### config.mk
export PLATFORM = sky130hd
export DESIGN_NAME = cal_seq_top
export DESIGN_NICKNAME = d
export VERILOG_FILES = /design/src/rtl/cal_seq_pkg.sv /design/src/rtl/cal_timeout.sv /design/src/rtl/cal_pass_log.sv /design/src/rtl/cal_dbg_rd.sv /design/src/rtl/cal_seq_fsm.sv /design/src/rtl/cal_seq_top.sv
export SDC_FILE = /design/constraint.sdc
export NUM_CORES = 1
export LEC_CHECK = 0
export BUFFER_PORTS_ARGS = -buffer_cell sky130_fd_sc_hd__buf_2
export CORE_ASPECT_RATIO = 0.75
export CORE_MARGIN = 1.5
export CORE_UTILIZATION = 40
export CTS_BUF_LIST = sky130_fd_sc_hd__clkbuf_16
export DETAILED_ROUTE_END_ITERATION = 8
export HOLD_SLACK_MARGIN = 0.03
export PLACE_DENSITY = 0.75
export SETUP_SLACK_MARGIN = 0.3
export SYNTH_ARGS = -nofsm -noshare
export SYNTH_HDL_FRONTEND = slang
export SYNTH_SLANG_ARGS = --single-unit
### constraint.sdc
create_clock -name clk -period 3.39 [get_ports clk]
set_input_delay 0.339 -clock clk [delete_from_list [all_inputs] [get_ports clk]]
set_output_delay 0.339 -clock clk [all_outputs]
set_load 0.03 [all_outputs]
### src/rtl/cal_seq_pkg.sv
package cal_seq_pkg;

  localparam int unsigned STAGE_COUNT = 17;
  localparam int unsigned IDX_W       = $clog2(STAGE_COUNT);
  localparam int unsigned CMD_W       = 5;
  localparam int unsigned NWORK       = 3;
  localparam int unsigned RES_W       = 8;

  localparam logic [7:0] STG_ENTER = 8'd0;
  localparam logic [7:0] STG_PHY   = 8'd1;
  localparam logic [7:0] STG_DRAM  = 8'd2;
  localparam logic [7:0] STG_LAST  = 8'd16;

  localparam logic [7:0] SUB_ACK_TO  = 8'hFD;
  localparam logic [7:0] SUB_DONE_TO = 8'hFE;

  localparam logic [7:0] PAT_BLOCK = 8'h0F;
  localparam logic [7:0] PAT_MORE  = 8'h35;

  localparam logic [1:0] WK_ADMIN = 2'd0;
  localparam logic [1:0] WK_RDG   = 2'd1;
  localparam logic [1:0] WK_WRG   = 2'd2;

  typedef enum logic [2:0] {
    SQ_IDLE, SQ_ENTER, SQ_PHY, SQ_REQ, SQ_WAIT, SQ_OPER, SQ_NONOP
  } sq_state_e;

  typedef struct packed {
    logic       success;
    logic       fail;
    logic       busy;
    logic [4:0] rsv_hi;
    logic [7:0] sub;
    logic [5:0] rsv_lo;
    logic       ack_to;
    logic       done_to;
    logic [7:0] stage;
  } cal_status_t;

  function automatic logic [1:0] stage_worker(input logic [7:0] s);
    logic [1:0] w;
    w = WK_RDG;
    if (s == 8'd2 || s == 8'd3 || s == 8'd15) w = WK_ADMIN;
    else if (s == 8'd4 || s == 8'd5 || s == 8'd6 || s == 8'd12 || s == 8'd14) w = WK_WRG;
    return w;
  endfunction

  function automatic logic [7:0] stage_pattern(input logic [7:0] s);
    logic [7:0] p;
    p = 8'h00;
    if (s == 8'd4) p = PAT_BLOCK;
    else if (s == 8'd5 || s == 8'd6) p = PAT_MORE;
    return p;
  endfunction

  function automatic cal_status_t pack_status(input sq_state_e st, input logic [7:0] stage,
                                              input logic [7:0] sub, input logic ato,
                                              input logic dto);
    cal_status_t r;
    r         = '0;
    r.success = (st == SQ_OPER);
    r.fail    = (st == SQ_NONOP);
    r.busy    = (st == SQ_ENTER) || (st == SQ_PHY) || (st == SQ_REQ) || (st == SQ_WAIT);
    r.stage   = (st == SQ_OPER) ? 8'h00 : stage;
    r.sub     = sub;
    r.ack_to  = ato;
    r.done_to = dto;
    return r;
  endfunction

  function automatic logic [31:0] dbg_mux(input logic [12:0] addr, input logic [31:0] status,
                                          input logic [STAGE_COUNT-1:0] mask);
    logic [31:0] d;
    d = 32'h0;
    if (addr == 13'd0) d = status;
    else if (addr == 13'd1) d = {{(32-STAGE_COUNT){1'b0}}, mask};
    return d;
  endfunction

endpackage

### src/rtl/cal_timeout.sv
module cal_timeout #(
  parameter int unsigned LIMIT = 1024
) (
  input  logic clk,
  input  logic rst_n,
  input  logic run,
  input  logic clr,
  output logic expired
);
  localparam int unsigned CW = $clog2(LIMIT + 1);
  localparam logic [CW-1:0] LAST = CW'(LIMIT - 1);

  logic [CW-1:0] cnt;

  assign expired = run && (cnt == LAST);

  always_ff @(posedge clk or negedge rst_n) begin
    if (!rst_n)              cnt <= '0;
    else if (clr || !run)    cnt <= '0;
    else if (!expired)       cnt <= cnt + 1'b1;
  end

  AST_TMR_BOUND: assert property (@(posedge clk) disable iff (!rst_n)
    cnt < CW'(LIMIT));
  AST_TMR_IDLE_ZERO: assert property (@(posedge clk) disable iff (!rst_n)
    !$past(run) |-> cnt == '0);

endmodule

### src/rtl/cal_pass_log.sv
module cal_pass_log import cal_seq_pkg::*; #(
  parameter int unsigned N = STAGE_COUNT
) (
  input  logic             clk,
  input  logic             rst_n,
  input  logic             clr,
  input  logic             set,
  input  logic [IDX_W-1:0] idx,
  output logic [N-1:0]     mask
);
  always_ff @(posedge clk or negedge rst_n) begin
    if (!rst_n)    mask <= '0;
    else if (clr)  mask <= '0;
    else if (set)  mask <= mask | (N'(1) << idx);
  end

  AST_MASK_GROW: assert property (@(posedge clk) disable iff (!rst_n)
    !$past(clr) |-> ((mask & $past(mask)) == $past(mask)));

endmodule

### src/rtl/cal_dbg_rd.sv
module cal_dbg_rd import cal_seq_pkg::*; (
  input  logic                   clk,
  input  logic                   rst_n,
  input  logic [12:0]            dbg_addr,
  input  logic                   dbg_rd,
  input  logic [31:0]            status,
  input  logic [STAGE_COUNT-1:0] mask,
  output logic [31:0]            dbg_rd_data,
  output logic                   dbg_waitrequest
);
  logic second;
  logic take;

  assign take            = dbg_rd && !second;
  assign dbg_waitrequest = take;

  always_ff @(posedge clk or negedge rst_n) begin
    if (!rst_n) begin
      second      <= 1'b0;
      dbg_rd_data <= '0;
    end else begin
      second <= take;
      if (take) dbg_rd_data <= dbg_mux(dbg_addr, status, mask);
    end
  end

  AST_WAIT_ONE: assert property (@(posedge clk) disable iff (!rst_n)
    dbg_waitrequest |=> !dbg_waitrequest);

endmodule

### src/rtl/cal_seq_fsm.sv
module cal_seq_fsm import cal_seq_pkg::*; #(
  parameter int unsigned NUM_CS = 2,
  parameter int unsigned CS_W   = 1
) (
  input  logic                   clk,
  input  logic                   rst_n,
  input  logic                   start,
  input  logic                   dll_locked,
  input  logic                   init_done,
  input  logic [NWORK-1:0]       wk_ack,
  input  logic [NWORK-1:0]       wk_done,
  input  logic [NWORK-1:0]       wk_err,
  input  logic [NWORK*RES_W-1:0] wk_result,
  input  logic                   trk_fail,
  input  logic [7:0]             trk_code,
  input  logic                   tmr_expired,
  output logic                   tmr_run,
  output logic                   tmr_clr,
  output logic [NWORK-1:0]       wk_req,
  output logic [CMD_W-1:0]       wk_cmd,
  output logic [CS_W-1:0]        wk_cs,
  output logic [7:0]             wk_pattern,
  output logic                   pass_clr,
  output logic                   pass_set,
  output logic [IDX_W-1:0]       pass_idx,
  output cal_status_t            status
);
  localparam logic [CS_W-1:0] CS_LAST = CS_W'(NUM_CS - 1);

  sq_state_e      st, st_n;
  logic [7:0]     stage, stage_n;
  logic [CS_W-1:0] cs, cs_n;
  logic [7:0]     sub, sub_n;
  logic           ato, ato_n, dto, dto_n;
  logic [1:0]     w;
  logic [7:0]     w_res;

  assign w     = stage_worker(stage);
  assign w_res = wk_result[int'(w)*RES_W +: RES_W];

  always_comb begin
    st_n     = st;
    stage_n  = stage;
    cs_n     = cs;
    sub_n    = sub;
    ato_n    = ato;
    dto_n    = dto;
    tmr_clr  = 1'b0;
    pass_clr = 1'b0;
    pass_set = 1'b0;
    unique case (st)
      SQ_IDLE, SQ_OPER, SQ_NONOP: begin
        if (start) begin
          st_n     = SQ_ENTER;
          stage_n  = STG_ENTER;
          cs_n     = '0;
          sub_n    = 8'h00;
          ato_n    = 1'b0;
          dto_n    = 1'b0;
          pass_clr = 1'b1;
        end else if (st == SQ_OPER && trk_fail) begin
          st_n    = SQ_NONOP;
          stage_n = STG_LAST;
          sub_n   = trk_code;
        end
      end
      SQ_ENTER: begin
        pass_set = 1'b1;
        stage_n  = STG_PHY;
        st_n     = SQ_PHY;
        tmr_clr  = 1'b1;
      end
      SQ_PHY: begin
        if (dll_locked && init_done) begin
          pass_set = 1'b1;
          stage_n  = STG_DRAM;
          cs_n     = '0;
          st_n     = SQ_REQ;
          tmr_clr  = 1'b1;
        end else if (tmr_expired) begin
          st_n  = SQ_NONOP;
          sub_n = SUB_DONE_TO;
          dto_n = 1'b1;
        end
      end
      SQ_REQ: begin
        if (wk_ack[w]) begin
          st_n    = SQ_WAIT;
          tmr_clr = 1'b1;
        end else if (tmr_expired) begin
          st_n  = SQ_NONOP;
          sub_n = SUB_ACK_TO;
          ato_n = 1'b1;
        end
      end
      SQ_WAIT: begin
        if (wk_done[w]) begin
          if (wk_err[w]) begin
            st_n  = SQ_NONOP;
            sub_n = w_res;
          end else if (stage == STG_DRAM && cs != CS_LAST) begin
            cs_n    = cs + 1'b1;
            st_n    = SQ_REQ;
            tmr_clr = 1'b1;
          end else begin
            pass_set = 1'b1;
            if (stage == STG_LAST) begin
              st_n = SQ_OPER;
            end else begin
              stage_n = stage + 8'd1;
              cs_n    = '0;
              st_n    = SQ_REQ;
              tmr_clr = 1'b1;
            end
          end
        end else if (tmr_expired) begin
          st_n  = SQ_NONOP;
          sub_n = SUB_DONE_TO;
          dto_n = 1'b1;
        end
      end
      default: st_n = SQ_IDLE;
    endcase
  end

  always_ff @(posedge clk or negedge rst_n) begin
    if (!rst_n) begin
      st    <= SQ_IDLE;
      stage <= STG_ENTER;
      cs    <= '0;
      sub   <= 8'h00;
      ato   <= 1'b0;
      dto   <= 1'b0;
    end else begin
      st    <= st_n;
      stage <= stage_n;
      cs    <= cs_n;
      sub   <= sub_n;
      ato   <= ato_n;
      dto   <= dto_n;
    end
  end

  assign tmr_run    = (st == SQ_PHY) || (st == SQ_REQ) || (st == SQ_WAIT);
  assign wk_req     = (st == SQ_REQ) ? (NWORK'(1) << w) : '0;
  assign wk_cmd     = stage[CMD_W-1:0];
  assign wk_cs      = cs;
  assign wk_pattern = (st == SQ_REQ || st == SQ_WAIT) ? stage_pattern(stage) : 8'h00;
  assign pass_idx   = stage[IDX_W-1:0];
  assign status     = pack_status(st, stage, sub, ato, dto);

  AST_REQ_ONEHOT: assert property (@(posedge clk) disable iff (!rst_n)
    $onehot0(wk_req));
  AST_STAGE_STEP: assert property (@(posedge clk) disable iff (!rst_n)
    (st == SQ_REQ && $past(st) == SQ_WAIT && stage != $past(stage))
      |-> stage == $past(stage) + 8'd1);
  AST_PHY_GATE: assert property (@(posedge clk) disable iff (!rst_n)
    (st == SQ_REQ && $past(st) == SQ_PHY) |-> $past(dll_locked && init_done));
  AST_CS_RANGE: assert property (@(posedge clk) disable iff (!rst_n)
    cs <= CS_LAST);
  AST_FAIL_HOLD: assert property (@(posedge clk) disable iff (!rst_n)
    (st == SQ_NONOP && !start) |=> st == SQ_NONOP);
  AST_ACKTO_CODE: assert property (@(posedge clk) disable iff (!rst_n)
    ato |-> (sub == SUB_ACK_TO && st == SQ_NONOP));
  AST_DONETO_CODE: assert property (@(posedge clk) disable iff (!rst_n)
    dto |-> (sub == SUB_DONE_TO && st == SQ_NONOP));

endmodule

### src/rtl/cal_seq_top.sv
module cal_seq_top import cal_seq_pkg::*; #(
  parameter  int unsigned NUM_CS      = 2,
  parameter  int unsigned TIMEOUT_CYC = 1024,
  localparam int unsigned CS_W        = (NUM_CS > 1) ? $clog2(NUM_CS) : 1
) (
  input  logic            clk,
  input  logic            rst_n,
  input  logic            cal_start,
  input  logic            dll_locked,
  input  logic            init_done,
  output logic [2:0]      wk_req,
  output logic [4:0]      wk_cmd,
  output logic [CS_W-1:0] wk_cs,
  output logic [7:0]      wk_pattern,
  input  logic [2:0]      wk_ack,
  input  logic [2:0]      wk_done,
  input  logic [2:0]      wk_err,
  input  logic [23:0]     wk_result,
  input  logic            trk_fail,
  input  logic [7:0]      trk_code,
  output logic [31:0]     cal_status,
  output logic            cal_success,
  output logic            cal_fail,
  input  logic [12:0]     dbg_addr,
  input  logic            dbg_rd,
  output logic [31:0]     dbg_rd_data,
  output logic            dbg_waitrequest
);
  logic                   tmr_run, tmr_clr, tmr_expired;
  logic                   pass_clr, pass_set;
  logic [IDX_W-1:0]       pass_idx;
  logic [STAGE_COUNT-1:0] pass_mask;
  cal_status_t            status;

  cal_seq_fsm #(.NUM_CS(NUM_CS), .CS_W(CS_W)) u_fsm (
    .clk(clk), .rst_n(rst_n), .start(cal_start),
    .dll_locked(dll_locked), .init_done(init_done),
    .wk_ack(wk_ack), .wk_done(wk_done), .wk_err(wk_err), .wk_result(wk_result),
    .trk_fail(trk_fail), .trk_code(trk_code),
    .tmr_expired(tmr_expired), .tmr_run(tmr_run), .tmr_clr(tmr_clr),
    .wk_req(wk_req), .wk_cmd(wk_cmd), .wk_cs(wk_cs), .wk_pattern(wk_pattern),
    .pass_clr(pass_clr), .pass_set(pass_set), .pass_idx(pass_idx),
    .status(status)
  );

  cal_timeout #(.LIMIT(TIMEOUT_CYC)) u_tmr (
    .clk(clk), .rst_n(rst_n), .run(tmr_run), .clr(tmr_clr), .expired(tmr_expired)
  );

  cal_pass_log #(.N(STAGE_COUNT)) u_log (
    .clk(clk), .rst_n(rst_n), .clr(pass_clr), .set(pass_set), .idx(pass_idx),
    .mask(pass_mask)
  );

  cal_dbg_rd u_dbg (
    .clk(clk), .rst_n(rst_n), .dbg_addr(dbg_addr), .dbg_rd(dbg_rd),
    .status(status), .mask(pass_mask),
    .dbg_rd_data(dbg_rd_data), .dbg_waitrequest(dbg_waitrequest)
  );

  assign cal_status  = status;
  assign cal_success = status.success;
  assign cal_fail    = status.fail;

  AST_OPER_MASK: assert property (@(posedge clk) disable iff (!rst_n)
    cal_success |-> (&pass_mask));
  AST_EXCL: assert property (@(posedge clk) disable iff (!rst_n)
    !(cal_success && cal_fail));

endmodule

# Word level (Yosys, flattened, before mapping)
# Index checks and enable logic that the tools add are counted.
# op_classes
n_mux,73
n_addsub,3
magnitude_cmp,1
reduce_logical,34
shifts,3
eq_ne,31
bitwise_logic,2
# ops
op,count
8-bit 2-to-1 mux,18
8-bit one-hot mux with 4 select lines,2
17-bit 2-to-1 mux,3
32-bit 2-to-1 mux,1
3-bit 2-to-1 mux,10
1-bit 2-to-1 mux,25
"8-bit by 3-bit == test with 1-bit output, second input constant",3
"8-bit by 4-bit == test with 1-bit output, second input constant",3
24-bit by 6-bit indexed part select with 8-bit output,1
11-bit 2-to-1 mux,2
17-bit bitwise OR,1
"1-bit by 5-bit << shifter with 17-bit output, first input constant",1
"8-bit by 2-bit == test with 1-bit output, second input constant",2
"2-bit inequality test, second input constant",8
3-bit one-hot mux with 5 select lines,1
1-bit logical OR,14
"13-bit by 1-bit == test with 1-bit output, second input constant",1
13-bit zero test,1
6-bit AND reduction,2
"11-bit by 1-bit adder with 11-bit output, second input constant",1
"11-bit by 10-bit == test with 1-bit output, second input constant",1
"3-bit == test, second input constant",3
1-bit one-hot mux with 3 select lines,3
"8-bit by 1-bit adder with 8-bit output, second input constant",1
24 further kinds,39
# totals
ff_bits,83
out_inout_bits,84
inputBits,61
elab_cells,157

# Depth between registers and ports, before layout
# Gate-level depths: netlist of the first run.
# logic_depth
ltp_word,14
depth_mapped,10
depth_no_buf,9

# Hierarchy
# A second synthesis of the first run with hierarchy kept.
# unflattened
cells_unflattened,596
area_unflattened_um2,5318.9
# modules_own_cells
module,seq_area_each_um2,cells_per_inst,instances,area_per_inst_um2
cal_seq_fsm,550.5,327,1,2399.8
cal_dbg_rd,825.8,145,1,1606.5
cal_pass_log,425.4,65,1,724.4
cal_timeout,275.3,57,1,573.0
cal_seq_top,0.0,2,1,15.0

# Worst setup path before layout of the first run
# OpenSTA, ideal clock, no wires.
# synth_path
path_kind,register to output
from,register u_fsm.st[2]
to,output port wk_pattern[5]
required_ns,3.051
slack_ns,-0.254
t_arrival_ns,3.305
stages_incl_launch_ff,6
path_buffers,3
path_cell_list,dfrtp_1 -> clkbuf_1 -> or3b_2 -> clkbuf_1 -> a2111oi_0 -> buf_4
# synth_via
elab_chain_cells,3
word_cells_on_any_way,4
classes_between,2 x eq/ne; 1 x mux; 1 x reduce/logical
# synth_rtl
element,line,rtl
from (decl),cal_seq_fsm.sv:30,"sq_state_e st, st_n;"
from (signal assigned),cal_seq_fsm.sv:135,st <= st_n;
3-bit by 2-bit == test with 1-bit output / 3-bit == test (equally long branches),cal_seq_fsm.sv:148,assign wk_pattern = (st == SQ_REQ || st == SQ_WAIT) ? stage_pattern(stage) : 8'h00;
1-bit logical OR *,cal_seq_fsm.sv:148,
8-bit 2-to-1 mux *,cal_seq_fsm.sv:148,
to (decl),cal_seq_top.sv:14,"output logic [7:0] wk_pattern,"
# Mark *: on every way between the ends. The rest lies on a longest branch, timed or not.

# Final worst setup path of the first run
# layout_path
from,register u_fsm.stage[0]
to,register u_fsm.stage[6]
# layout_via
elab_chain_cells,11
word_cells_on_any_way,33
classes_between,1 x add/sub; 13 x eq/ne; 11 x mux; 8 x reduce/logical
# layout_rtl
element,line,rtl
from (decl),cal_seq_fsm.sv:31,"logic [7:0] stage, stage_n;"
from (signal assigned),cal_seq_fsm.sv:136,stage <= stage_n;
8-bit by 3-bit == test with 1-bit output,cal_seq_pkg.sv:44,else if (s == 8'd4 || s == 8'd5 || s == 8'd6 || s == 8'd12 || s == 8'd14) w = WK_WRG;
1-bit logical OR (4 in a row),cal_seq_pkg.sv:44,
2-bit 2-to-1 mux,cal_seq_pkg.sv:44,
2-bit 2-to-1 mux,cal_seq_pkg.sv:43,if (s == 8'd2 || s == 8'd3 || s == 8'd15) w = WK_ADMIN;
"1-bit binary-select mux with 2-bit select, on equally long branches","cal_seq_fsm.sv:97, cal_seq_fsm.sv:98",
"1-bit 2-to-1 mux, on equally long branches","cal_seq_fsm.sv:97, cal_seq_fsm.sv:98",
2-bit by 1-bit inequality test with 1-bit output (no line) / 2-bit inequality test (equally long branches),n/a,
7-bit AND reduction (no line),n/a,
# Parallel ways exist; a longest one is shown, timed or not. The select of a mux whose other input is x is not followed.
# A chain may end at the register's enable or synchronous reset.

==> summary.txt, run 1 <==
Setup path
  – CP top delay family: compound AO/OA/AOI/OAI gates
  – R2r endpoint: u_fsm.stage[6]$_DFFE_PN0P_
  – Crit path cell chain: inv_1, ha_2, o21ba_2, a22o_1, nand2_1, o211ai_1, buf_4, o21a_2, or4_1, a21boi_1
  – Largest fanout on the critical path: 9
  – Crit end category: flop
  – Crit path to: u_fsm.stage[6]$_DFFE_PN0P_
  – Critical Path AT: 3.25 ns
  – Critical Path Slowest Stage Cell: or4_1
  – Worst Reg-to-Reg Cells: 10
  – Max incr delay on CP: approximately 0.52 ns
  – Kind of critical path: reg2reg
  – R2r setup slk: between 0.4 and 0.5 ns
  – CP startpoint kind: flop
  – Critical Path Start: u_fsm.stage[0]$_DFFE_PN0P_
  – Crit path depth: 10
  – Required time worst endpoint: 3.66 ns
  – Reg-to-reg critical path startpoint: u_fsm.stage[0]$_DFFE_PN0P_
  – Crit path buf inv count: 2

Yosys
  – Ys flop type: dfrtp_1
  – Mapped Area: 4720 um2
  – Cells after synthesis: 516
  – Synth unique cells: 70
  – Synth Warn #: 0
  – Register bit total from synthesis: between 70 and 80
  – EDFF count, synth: 0
  – Syn_area_per_cell: a little over 9 um2
  – Register area share after synthesis: approximately 41%
  – Async S/R FF share, synth: 100%

STA
  – Final Cycle Share: 87.8%
  – Worst Skew: approximately 0.0092 ns
  – # setup viols final: 0
  – RSZ-0062 raised after global routing: yes
  – Slew margin rel.: a little over a third
  – Final min period: a little under 3 ns
  – Final slew viol count: 0
  – F_max: 336 MHz
  – Tightest Pin Transition: ~0.97 ns
  – Final hold vios: 0
  – Setup TNS Final: 0 ns

Global route
  – Vias in the first global route: around 4,200
  – Gr usage total: between 20% and 30%
  – Grt ovf: 0
  – Largest net degree at the start of global routing: 79
  – Initial antenna violation count: 0
  – First-pass GRT wire length: between 20,000 and 25,000 um

Die
  – Die Y: between 90 and 100 um
  – Starting density of the core: about two fifths
  – Number of core rows: 34
  – Die area: 12,500 um2
  – Area of the core: between 10,000 and 15,000 um2
  – Total I/O pin count: 145
  – Die X: 128 um

Routing
  – Detail Route Antenna Nets: 0
  – WL per Instance: around 18 um
  – Drt first-iter violations: about 500
  – Detailed Route WL: about 15,000 um
  – Via/cell ratio: approximately 5.7
  – Drt pass-1 iters: 6
  – DR DRC count: 0
  – Via count: 4,585

Finish
  – Commonest non-fill, non-tap cell in the layout: buf_2
  – Area Overhead vs Synth: 22.5%
  – Most frequent cells in the layout: buf_2, dfrtp_1, nor2_1
  – Antenna diodes: 0
  – Layout cells sized above 1: a little under 30%
  – Layout net count: 700

Flow run
  – Max_cap viols: 0

Power and ir drop
  – Sw power: around 1.9 mW
  – LEAKAGE: ~2.9 nW
  – Clock power frac: a little under a quarter
  – Combinational share of power: roughly half
  – PwrDens: about 730 nW/um2
  – Max VDD drop: 370 uV
  – Sequential power share: about 28%
  – Total power: between 4 and 5 mW
  – P_int: roughly 2.3 mW
  – Sw Ratio: 44.7%

Clocking
  – Clock latency on the worst-skew pair: around 0.35 ns
  – CTS tree: yes
  – CTS Buf Count: 9
  – CTS max path bufs: 2
  – Worst-path clk slew: 0.07 ns
  – H-tree lvl count: 3
  – Cts hold-fix bufs: 0
  – Clk Tree Root Cell: clkbuf_16
  – CTS Sinks: about 80

Hold path
  – HP Class: in2async

Placed design
  – GPL Wtd Cong: roughly 0.95
  – Number of port buffers: between 100 and 150
  – Hpwl dp: ~11,000 um

Run status
  – Status: completed
-- layer usage --
| metal | wire, um | vias to the layer above | GRT usage [%] |
|---|---|---|---|
| li1 | - | 2085 | - |
| met1 | 6720 | 2258 | 35.1 |
| met2 | 6530 | 224 | 34.4 |
| met3 | 1250 | 18 | 5.89 |
| met4 | 164 | 0 | 5.27 |
| met5 | 0 | - | 0 |
-- power by group through the flow --
stage / logic, mW / clock network [mW] / registers, mW
floorplan: 1.38 / 0 / 1.19
global placement: 1.86 / 0 / 1.17
detailed placement: 1.89 / 0 / 1.18
CTS: 1.95 / 1.02 / 1.16
global route: 2.20 / 1.06 / 1.18
finish: 2.04 / 1.01 / 1.17
-- sequential cells by signal, summed over array words and instances (netlist names) --
signal,cells
u_fsm.wk_cs,1
u_fsm.dto,1
u_log.mask,17
u_fsm.st,3
u_tmr.cnt,11
u_dbg.second,1
u_fsm.sub,8
u_fsm.ato,1
u_dbg.dbg_rd_data,27
u_fsm.stage,8
-- worst min-delay path by stage --
stage / to / cells after the start / slack [ns]
finish: u_dbg.dbg_rd_data[31]$_DFFE_PN0P_ / 1 / 0.15
global route: u_dbg.dbg_rd_data[31]$_DFFE_PN0P_ / 1 / 0.24
CTS: u_dbg.dbg_rd_data[31]$_DFFE_PN0P_ / 1 / 0.20
detailed placement: u_dbg.dbg_rd_data[9]$_DFFE_PN0P_ / 2 / 0.48
global placement: u_dbg.dbg_rd_data[8]$_DFFE_PN0P_ / 2 / 0.47
floorplan: u_dbg.dbg_rd_data[0]$_DFFE_PN0P_ / 0 / 0.04
-- cell families (layout without fill, tap and decap cells) --
kind of cell    count (synthesis)  after routing  synth area share (%)
other cells                     1             18                0.0795
buf+inv                        83            187                  9.39
fa+ha+maj                       7              7                  1.86
xor+xnor                       10             10                  1.86
mux                            13             13                  2.81
compound gates                153            153                  24.7
flops                          78             78                  41.4
simple gates                  171            171                  18.0
-- through the flow --
step	worst slack, ns	cell area, um2	hold WS [ns]	utilization, %	std cells
floorplan	0.685	4790	0.0434	-	533
global placement	0.283	5350	0.470	46.4	773
detailed placement	0.139	5350	0.482	46.4	773
CTS	0.243	5690	0.196	49.4	791
global route	0.265	5780	0.237	50.1	799
finish	0.412	5780	0.155	50.1	799
-- timing repair --
item / in CTS / in global routing
setup buffers: 2 / 8
pin swaps: 3 / 4
endpoints found under the setup margin: 27 / 29
resized for setup: 4 / 10
-- synth_stat cells, types with 6 or more instances --
master    number  share of area [%]
a211oi_1       7                1.1
a21oi_1       29                3.1
a222oi_1      11                2.3
a22o_1        17                3.2
a31oi_1       15                2.0
and2_1        11                1.5
buf_4         30                4.8
clkbuf_1      23                1.8
dfrtp_1       78                 41
ha_1           7                1.9
inv_1         24                1.9
mux2i_1       11                2.3
nand2_1       28                2.2
nand2b_1      13                1.7
nand3_1       11                1.2
nand4_1        7               0.93
nor2_1        64                5.1
nor2b_1        6               0.80
nor3_1         7               0.74
nor4_1         7               0.93
o21a_1         6               0.95
o21ai_0       14                1.5
-- layout make-up --
cell class                 count  area [um2]
sequential                    78        1950
clock inverter                 7        80.1
tap                          162         203
fill                        1106        5750
multi-input combinational    372        2440
inverter                      25        93.8
clock buffer                   9         225
timing repair buffer         146         783
Power figures use the tool's default switching activity.
==> inputs of run 2 (changes only) <==
--- a/config.mk
+++ b/config.mk
@@ -6,7 +6,7 @@
 export NUM_CORES = 1
 export LEC_CHECK = 0
 export BUFFER_PORTS_ARGS = -buffer_cell sky130_fd_sc_hd__buf_2
-export CORE_ASPECT_RATIO = 0.75
+export CORE_ASPECT_RATIO = 1.25
 export CORE_MARGIN = 1.5
 export CORE_UTILIZATION = 40
 export CTS_BUF_LIST = sky130_fd_sc_hd__clkbuf_16
==> run 2 against run 1 <==
- combinational power decreased by 2%
- die area hardly changed
- first-iteration DRC count up 23%
- register-to-register slack better by 0.05 ns
- critical path depth down 5
- maximum frequency rose by 0.66%
- clock skew decreased by 0.0025 ns
- final area decreased by 1.3%
- clock power hardly changed
- sequential power about the same
- critical endpoint is now wk_pattern[2]
- highest routed layer unchanged
==> summary.txt, run 2 (same netlist as run 1, synthesis figures left out) <==
Die
  – Total I/O pin count: 145 (unchanged)
  – Die X: 100 um (was 128 um)
  – Number of core rows: 44 (was 34)
  – Die area: 12,500 um2 (about the same)
  – Starting density of the core: 40.8% (was 40.9%)
  – Die Y: 124 um (was 97.1 um)
  – Area of the core: 11,600 um2 (was 11,500 um2)

Routing
  – Via/cell ratio: 5.98 (was 5.74)
  – Drt pass-1 iters: 7 (was 6)
  – Detail Route Antenna Nets: 0 (unchanged)
  – Drt first-iter violations: 615 (was 499)
  – Detailed Route WL: 14,300 um (was 14,700 um)
  – Via count: 4,611 (was 4,585)
  – DR DRC count: 0 (unchanged)
  – WL per Instance: 18.5 um (was 18.4 um)

STA
  – Setup TNS Final: 0 ns (unchanged)
  – # setup viols final: 0 (unchanged)
  – Fin worst setup slack: 0.432 ns (was 0.412 ns)
  – Slew margin rel.: 33.7% (was 35.1%)
  – Tightest Pin Transition: 0.995 ns (was 0.973 ns)
  – RSZ-0062 raised after global routing: no (was yes)
  – Worst Skew: 0.00671 ns (was 0.00918 ns)
  – Final hold slack: 0.142 ns (was 0.155 ns)
  – F_max: 338 MHz (was 336 MHz)
  – Final hold vios: 0 (unchanged)
  – Final slew viol count: 0 (unchanged)
  – Final min period: 2.96 ns (was 2.98 ns)
  – Final Cycle Share: 87.3% (was 87.8%)

Run status
  – Status: completed (unchanged)

Global route
  – Largest net degree at the start of global routing: 79 (unchanged)
  – GR met3 Demand/Resource: 5.50% (was 5.89%)
  – Gr usage total: 22.6% (was 23.6%)
  – GR Util met1: 26.6% (was 35.1%)
  – Initial antenna violation count: 0 (unchanged)
  – First-pass GRT wire length: 22,000 um (was 22,800 um)
  – GRT busiest layer: met2 (was met1)
  – Grt ovf: 0 (unchanged)
  – GRT met2 Usage: 37.2% (was 34.4%)
  – Vias in the first global route: 4,334 (was 4,249)

Setup path
  – Crit path buf inv count: 1 (was 2)
  – Kind of critical path: reg2out (was reg2reg)
  – Critical Path Slowest Stage Cell: dfrtp_1 (was or4_1)
  – Required time worst endpoint: 3.05 ns (was 3.66 ns)
  – Critical Path AT: 2.62 ns (was 3.25 ns)
  – Largest fanout on the critical path: 19 (was 9)
  – CP startpoint kind: flop (unchanged)
  – Crit path cell chain: nor2b_1, and2_1, o21ai_0, nor2_1, buf_2 (was inv_1, ha_2, o21ba_2, a22o_1, nand2_1, o211ai_1, buf_4, o21a_2, or4_1, a21boi_1)
  – Crit end category: output pin (was flop)
  – Max incr delay on CP: 0.58 ns (was 0.52 ns)
  – CP top delay family: simple AND/OR/NAND/NOR gates (was compound AO/OA/AOI/OAI gates)

Hold path
  – HP Class: in2async (unchanged)

Finish
  – Layout net count: 696 (was 700)
  – Max FFs per register: 27 (unchanged)
  – Layout cells sized above 1: 28.3% (was 29.7%)
  – Commonest non-fill, non-tap cell in the layout: buf_2 (unchanged)
  – Design area: 5700 um2 (was 5780 um2)
  – Layout Cells excl Fill: 771 (was 799)
  – Largest Register: u_dbg.dbg_rd_data (unchanged)
  – Antenna diodes: 0 (unchanged)
  – Area Overhead vs Synth: 20.9% (was 22.5%)
  – Most frequent cells in the layout: buf_2, dfrtp_1, nor2_1 (unchanged)
  – Largest regs: u_dbg.dbg_rd_data x27, u_log.mask x17, u_tmr.cnt x11 (unchanged)

Clocking
  – Worst-path clk slew: 0.06 ns (was 0.07 ns)
  – CTS Buf Count: 9 (unchanged)
  – Clock latency on the worst-skew pair: 0.34 ns (was 0.35 ns)
  – Clk Tree Root Cell: clkbuf_16 (unchanged)
  – CTS max path bufs: 2 (unchanged)
  – CTS tree: yes (unchanged)
  – H-tree lvl count: 3 (unchanged)
  – CTS Sinks: 78 (unchanged)
  – Cts hold-fix bufs: 0 (unchanged)

Power and ir drop
  – Max VDD drop: 276 uV (was 370 uV)
  – Sw Ratio: 43.2% (was 44.7%)
  – PwrDens: 732 nW/um2 (was 729 nW/um2)
  – P_int: 2.37 mW (was 2.33 mW)
  – Sw power: 1.80 mW (was 1.89 mW)
  – LEAKAGE: 2.88 nW (was 2.89 nW)
  – Clock power frac: 24.4% (was 23.9%)
  – Combinational share of power: 47.6% (was 48.4%)
  – Sequential power share: 28.0% (was 27.7%)

Placed design
  – Number of port buffers: 126 (unchanged)
  – Placed inst area: 5340 um2 (was 5350 um2)
  – DP Worst Slack: 0.264 ns (was 0.139 ns)
  – Placed cells: 751 (was 773)
  – Hpwl dp: 10,700 um (was 11,000 um)
  – GPL Wtd Cong: 0.984 (was 0.952)

Flow run
  – Max_cap viols: 0 (unchanged)
## run 2: worst reg2reg max path, cell delays in order, from the launching register on
cell	delay (ns)
dfrtp_1	0.49
ha_1	0.35
and2_1	0.24
a2111oi_4	0.44
a22oi_2	0.14
a21o_2	0.33
o21ai_0	0.51
a41oi_1	0.20
nor2_1	0.14
## run 2: power groups by stage
stage	clock [mW]	combinational [mW]	sequential (mW)
after floorplan	0	1.38	1.19
after global placement	0	1.84	1.17
after detailed placement	0	1.88	1.18
after CTS	1.03	1.91	1.16
after global routing	1.07	2.13	1.19
final	1.02	1.99	1.17
## run 2: final timing paths
check	startpoint	end	slack [ns]	cells after the start
worst max-delay path	u_fsm.st[2]$_DFFE_PN0N_	wk_pattern[2]	0.43	5
min in group clk	trk_code[0]	u_fsm.sub[0]$_DFFE_PN0P_	0.35	3
max in group asynchronous	rst_n	u_fsm.stage[0]$_DFFE_PN0P_	2.53	1
worst min register to register	u_dbg.dbg_rd_data[8]$_DFFE_PN0P_	u_dbg.dbg_rd_data[8]$_DFFE_PN0P_	0.47	2
worst max register to register	u_fsm.stage[1]$_DFFE_PN0P_	u_log.mask[13]$_DFFE_PN0P_	0.46	8
worst min-delay path	rst_n	u_fsm.stage[5]$_DFFE_PN0P_	0.14	1
## run 2: metrics by stage
step	utilization (%)	power [mW]
6_report	49.3	4.18
5_1_grt	49.3	4.39
4_1_cts	49.0	4.10
3_5_place_dp	46.1	3.05
3_3_place_gp	46.1	3.01
2_1_floorplan	-	2.57
## run 2: repair_timing
action	in CTS	in global routing
gates resized for setup	1	6
pin swaps	2	2
endpoints found under the setup margin	18	41
setup buffers	2	2
## run 2: final cells by class
cell class                 count  area, um2
multi-input combinational    372       2410
clock buffer                   9        225
inverter                      25       93.8
sequential                    78       1950
tap                          138        173
timing repair buffer         142        753
clock inverter                 7       90.1
fill                        1070       5860
## run 2: metal layers
metal / wire, um / vias to the layer above
met2: 6960 / 280
met3: 1140 / 69
met4: 786 / 0
met5: 0 / -
li1: - / 2065
met1: 5400 / 2197
